$ cat src/rtl/hsq_pkg.sv
package hsq_pkg;
  // Strobes from control to datapath, valid for the current cycle.
  typedef struct packed {
    logic push;  // store dataIn into the tail slot
    logic pop;   // move the head slot into the output register
  } hsq_strobe_t;
endpackage

$ cat src/rtl/hsq_ctrl.sv
module hsq_ctrl
  import hsq_pkg::*;
#(
  parameter int DEPTH = 4
) (
  input  logic        clk,
  input  logic        rst_n,
  input  logic        goIn,
  input  logic        ackIn,
  output logic        ackOut,
  output logic        goOut,
  output hsq_strobe_t strobe
);
  localparam int CW = $clog2(DEPTH + 1);
  localparam logic [CW-1:0] FULL_LVL = CW'(DEPTH);

  logic [CW-1:0] fillQ;
  logic          ackOutQ;
  logic          goOutQ;
  logic          reqPending;
  logic          outIdle;
  logic          hasWord;
  logic          notFull;

  assign reqPending = goIn ^ ackOutQ;
  assign outIdle    = ~(goOutQ ^ ackIn);
  assign hasWord    = (fillQ != '0);
  assign notFull    = (fillQ != FULL_LVL);

  always_comb begin
    strobe.push = reqPending & notFull;
    strobe.pop  = outIdle & hasWord;
  end

  always_ff @(posedge clk) begin
    if (!rst_n) begin
      fillQ   <= '0;
      ackOutQ <= 1'b0;
      goOutQ  <= 1'b0;
    end else begin
      if (strobe.push) ackOutQ <= ~ackOutQ;
      if (strobe.pop)  goOutQ  <= ~goOutQ;
      case ({strobe.push, strobe.pop})
        2'b10:   fillQ <= fillQ + CW'(1);
        2'b01:   fillQ <= fillQ - CW'(1);
        default: fillQ <= fillQ;
      endcase
    end
  end

  assign ackOut = ackOutQ;
  assign goOut  = goOutQ;

  // stored count bounded by DEPTH
  p_no_overflow_r3: assert property (@(posedge clk) disable iff (!rst_n)
    fillQ <= FULL_LVL);

  // a full queue keeps the sender waiting
  p_hold_when_full_r3: assert property (@(posedge clk) disable iff (!rst_n)
    (fillQ == FULL_LVL) |=> $stable(ackOutQ));

  // acknowledge only answers a pending request
  p_ack_needs_request_r2: assert property (@(posedge clk) disable iff (!rst_n)
    !$stable(ackOutQ) |-> $past(goIn != ackOutQ));

  // new offer only when the previous one was taken
  p_go_needs_idle_r4: assert property (@(posedge clk) disable iff (!rst_n)
    !$stable(goOutQ) |-> $past(goOutQ == ackIn));
endmodule

$ cat src/rtl/hsq_datapath.sv
module hsq_datapath
  import hsq_pkg::*;
#(
  parameter int DEPTH = 4,
  parameter int WIDTH = 8
) (
  input  logic             clk,
  input  logic             rst_n,
  input  hsq_strobe_t      strobe,
  input  logic [WIDTH-1:0] dataIn,
  output logic [WIDTH-1:0] dataOut
);
  localparam int AW = (DEPTH > 1) ? $clog2(DEPTH) : 1;
  localparam logic [AW-1:0] LAST = AW'(DEPTH - 1);

  logic [WIDTH-1:0] slotQ [DEPTH];
  logic [AW-1:0]    wrPtrQ;
  logic [AW-1:0]    rdPtrQ;
  logic [WIDTH-1:0] dataOutQ;

  function automatic logic [AW-1:0] nextPtr(input logic [AW-1:0] p);
    return (p == LAST) ? '0 : p + AW'(1);
  endfunction

  for (genvar i = 0; i < DEPTH; i++) begin : g_slot
    always_ff @(posedge clk) begin
      if (!rst_n)
        slotQ[i] <= '0;
      else if (strobe.push && (wrPtrQ == AW'(i)))
        slotQ[i] <= dataIn;
    end
  end

  always_ff @(posedge clk) begin
    if (!rst_n) begin
      wrPtrQ   <= '0;
      rdPtrQ   <= '0;
      dataOutQ <= '0;
    end else begin
      if (strobe.push) wrPtrQ <= nextPtr(wrPtrQ);
      if (strobe.pop) begin
        rdPtrQ   <= nextPtr(rdPtrQ);
        dataOutQ <= slotQ[rdPtrQ];
      end
    end
  end

  assign dataOut = dataOutQ;
endmodule

$ cat src/rtl/handshake_queue.sv
module handshake_queue
  import hsq_pkg::*;
#(
  parameter int DEPTH = 4,
  parameter int WIDTH = 8
) (
  input  logic             clk,
  input  logic             rst_n,
  input  logic             goIn,
  input  logic [WIDTH-1:0] dataIn,
  output logic             ackOut,
  output logic             goOut,
  output logic [WIDTH-1:0] dataOut,
  input  logic             ackIn
);
  hsq_strobe_t strobe;

  hsq_ctrl #(.DEPTH(DEPTH)) u_ctrl (
    .clk    (clk),
    .rst_n  (rst_n),
    .goIn   (goIn),
    .ackIn  (ackIn),
    .ackOut (ackOut),
    .goOut  (goOut),
    .strobe (strobe)
  );

  hsq_datapath #(.DEPTH(DEPTH), .WIDTH(WIDTH)) u_data (
    .clk     (clk),
    .rst_n   (rst_n),
    .strobe  (strobe),
    .dataIn  (dataIn),
    .dataOut (dataOut)
  );

  // word on offer moves only together with a new go event
  p_data_stable_r5: assert property (@(posedge clk) disable iff (!rst_n)
    $stable(goOut) |-> $stable(dataOut));
endmodule

$ cat config.mk
export PLATFORM = sky130hd
export DESIGN_NAME = handshake_queue
export DESIGN_NICKNAME = d
export VERILOG_FILES = /design/src/rtl/hsq_pkg.sv /design/src/rtl/hsq_ctrl.sv /design/src/rtl/hsq_datapath.sv /design/src/rtl/handshake_queue.sv
export SDC_FILE = /design/constraint.sdc
export NUM_CORES = 1
export LEC_CHECK = 0
export ABC_CLOCK_PERIOD_IN_PS = 2500
export BUFFER_PORTS_ARGS = -buffer_cell sky130_fd_sc_hd__buf_2
export CAP_MARGIN = 25
export CORE_MARGIN = 3
export CORE_UTILIZATION = 58
export DETAILED_ROUTE_END_ITERATION = 6
export GPL_TIMING_DRIVEN = 0
export PLACE_DENSITY = 0.78
export SYNTH_ARGS = -nofsm -noshare
export SYNTH_HDL_FRONTEND = slang
export SYNTH_HIERARCHICAL = 1
export SYNTH_SLANG_ARGS = --single-unit
$ cat constraint.sdc
create_clock -name clk -period 2.5 [get_ports clk]
set_clock_uncertainty 0.05 [all_clocks]
set_input_delay 0.125 -clock clk [delete_from_list [all_inputs] [get_ports clk]]
set_output_delay 0.125 -clock clk [all_outputs]
set_load 0.02 [all_outputs]
==> load_flow_metrics.sql <==
INSERT INTO impl_metrics (metric_group, metric, value, unit) VALUES
('finish', 'filler_cell_count', '237', ''),
('yosys', 'synth_area_leaders', 'edfxtp_1 43%, dfxtp_1 15%, and2_1 9.8%', ''),
('worst_setup_path', 'regToRegSetupSlack', '0.21', 'ns'),
('cts', 'htreeDepth', '2', ''),
('detailed_routing', 'm1WireLength', '1.70', 'mm'),
('power', 'power_dens_cells', '986', 'mW/mm^2'),
('detailed_routing', 'post_drt_via_cell_ratio', '5.47', ''),
('worst_setup_path', 'setup.worst_path.start', 'u_ctrl/fillQ[0]', ''),
('power', 'vdd_ir_drop_max', '0.000438', 'V'),
('detailed_routing', 'met2_length', '1.86', 'mm'),
('worst_setup_path', 'cp_max_fo', '5', ''),
('grt', 'grt_util_all_layers', '19.1', '%'),
('detailed_routing', 'initial_drc_count', '66', ''),
('worst_setup_path', 'critical_path_arrival', '2.47', 'ns'),
('cts', 'cts_tree', 'done', ''),
('detailed_routing', 'drt-total-wl', '3.82', 'mm'),
('finish', 'syn2layout_area_growth', '12.3', '%'),
('power', 'seq_power_share', '45.5', '%'),
('finish', 'regArea', '0.00130', 'mm^2'),
('die', 'dieWidth', '68.1', 'um'),
('timing', 'max_slew.worst_pin.slew', '0.354', 'ns'),
('detailed_routing', 'highest_layer', 'met4', ''),
('die', 'initial_utilization', '63.5', '%'),
('grt', 'largest_net_degree_at_the_start_of_global_routing', '17', ''),
('cts', 'cells_resized_by_post_cts_repair', '0', ''),
('finish', 'antenna-diode-count', '0', ''),
('yosys', 'synth_top_area_cell', 'edfxtp_1', ''),
('power', 'power.switching_fraction', '31.5', '%'),
('timing', 'min_period_over_period', '91.6', '%'),
('timing', 'slew_viol_final', '0', ''),
('timing', 'timing.final.hold_violations', '0', ''),
('place', 'routabilityCongestion', '0.781', ''),
('grt', 'wire_length_of_the_first_global_routing_pass', '6.22', 'mm'),
('worst_setup_path', 'cp-start-kind', 'flip-flop', ''),
('cts', 'clock_latency', '0.30', 'ns'),
('die', 'coreArea', '0.00352', 'mm^2'),
('cts', 'clock_sink_count', '49', ''),
('power', 'report.power.total', '2.48', 'mW'),
('die', 'rows', '21', ''),
('power', 'p_comb_share', '32.2', '%'),
('power', 'internal-power', '1.70', 'mW'),
('detailed_routing', 'final_antenna_net_count', '0', ''),
('yosys', 'yosysUniqueCellTypes', '31', ''),
('detailed_routing', 'drtPass1Iterations', '4', ''),
('yosys', 'syn_nets', '195', ''),
('detailed_routing', 'routedWlPerCell', '15.2', 'um'),
('detailed_routing', 'met3_wirelength', '245', 'um'),
('worst_setup_path', 'worst_setup_path_end_kind', 'flip-flop', ''),
('place', 'io_buffers', '21', ''),
('timing', 'final.setup.tns', '0', 'ns'),
('yosys', 'yosysSeqAreaShare', '58.2', '%'),
('die', 'die_height', '68.1', 'um'),
('grt', 'number_of_global_route_vias_before_repair', '1363', ''),
('yosys', 'synth_area', '0.00224', 'mm^2'),
('yosys', 'synthCells', '176', ''),
('worst_setup_path', 'setup.worst_path.class', 'flip-flop to flip-flop', ''),
('hold_path', 'hold_path_class', 'input pin to flip-flop', ''),
('hold_path', 'timing.hold.worst.start', 'rst_n', ''),
('die', 'die-area', '0.00464', 'mm^2'),
('grt', 'global_route.overflow_total', '0', ''),
('finish', 'multi_input_area', '861', 'um^2'),
('worst_setup_path', 'timing.rr.start', 'u_ctrl/fillQ[0]', ''),
('cts', 'cts.hold.buffers_added', '0', ''),
('timing', 'final_setup_violating_endpoints', '0', ''),
('detailed_routing', 'vias', '1373', ''),
('power', 'power_share_of_the_clock_group', '22.3', '%'),
('yosys', 'proportion_of_netlist_area_held_by_the_largest_area_contributor', '43.0', '%'),
('power', 'power_switching', '782', 'uW'),
('cts', 'cts.reportedPaths.clkPinSlew', '0.09', 'ns'),
('yosys', 'syn_area_per_cell', '12.7', 'um^2'),
('run_status', 'run_status', 'finished, final reports clean', '');
## area by class of cell
class / instances / area share (%)
Sequential cell: 49 / 51.8
Tap cell: 46 / 2.29
Inverter: 7 / 1.05
Clock inverter: 3 / 1.74
Buffer: 6 / 1.94
Timing Repair Buffer: 21 / 4.18
Clock buffer: 5 / 2.74
Multi-Input combinational cell: 114 / 34.3
## power groups by stage
stage                     logic (mW)  registers, mW  clock network [mW]
after floorplan                0.551           1.18                   0
after global placement         0.745           1.13                   0
after detailed placement       0.785           1.15                   0
after CTS                      0.797           1.13               0.570
after global routing           0.879           1.14               0.601
final                          0.797           1.13               0.552
## logic make-up after synthesis
kind of cell	synth area share, %
AND/OR/NAND/NOR	19.1
flip-flops	58.2
multiplexers	8.50
AO/OA/AOI/OAI	4.64
buffers and inverters	3.36
adder cells (fa/ha/maj)	4.25
XOR/XNOR	1.96
## stage by stage
step	instance area, um^2	hold slack, ns	setup slack [ns]	instances	utilization [%]
floorplan	2240	0.192	0.465	176	-
global placement	2400	0.358	0.431	243	68.2
detailed placement	2400	0.367	0.257	243	68.2
CTS	2510	0.0473	0.211	251	71.4
global route	2510	0.0678	0.102	251	71.4
finish	2510	0.0556	0.210	251	71.4
## cell usage in the layout (no fill, tap or decap), types with 2 or more instances in the layout
| cell type | count |
|---|---|
| and2_1 | 35 |
| edfxtp_1 | 32 |
| buf_2 | 24 |
| mux2i_1 | 19 |
| dfxtp_1 | 17 |
| nand2_1 | 9 |
| nand3b_1 | 8 |
| o221ai_1 | 8 |
| inv_1 | 7 |
| ha_1 | 6 |
| clkbuf_8 | 5 |
| and3_1 | 5 |
| xor2_1 | 4 |
| nor2_1 | 4 |
| o21ai_0 | 2 |
## routing by layer
metal | global-route usage, % | vias to the layer above
li1 | - | 677
met1 | 24.8 | 653
met2 | 30.8 | 41
met3 | 3.45 | 2
met4 | 9.18 | 0
met5 | 0 | -
## worst max-delay path: stages (launching register included)
cell and delay (ns):
dfxtp_1 0.40, nor3_1 0.10, nor2_1 0.28, ha_1 0.24
inv_1 0.07, fa_1 0.40, xor2_1 0.17, or3_1 0.32
a21boi_1 0.17
## path summary, 6_finish.rpt
path                  endpoint  cells past startpoint
max reg2reg    u_ctrl/fillQ[2]                      8
min reg2reg  u_data/dataOut[4]                      2
min               u_ctrl/goOut                      2
max            u_ctrl/fillQ[2]                      8
## synth_stat cells
master / count
and2_1: 35
and3_1: 5
nand3b_1: 8
xor2_1: 4
a21boi_1: 1
mux2i_1: 19
or3b_1: 1
o21ai_0: 2
o221ai_1: 8
nor2_1: 4
inv_1: 7
buf_2: 3
nand2_1: 9
nand2b_1: 1
fa_1: 1
or3_1: 1
nor3_1: 1
nor3b_2: 1
nor2b_1: 1
nand3b_2: 1
edfxtp_1: 32
o21a_1: 1
nand3_1: 1
dfxtp_1: 17
buf_8: 1
buf_4: 1
buf_6: 1
xnor2_1: 1
ha_1: 6
or2b_1: 1
a21oi_2: 1
## state kept, by name, summed over array words and instances (netlist names)
signal          cells
u_ctrl/ackOut       1
u_ctrl/fillQ        3
u_ctrl/goOut        1
u_data/dataOut      8
u_data/rdPtrQ       2
u_data/slotQ       32
u_data/wrPtrQ       2
(Power assumes the default switching activity.)
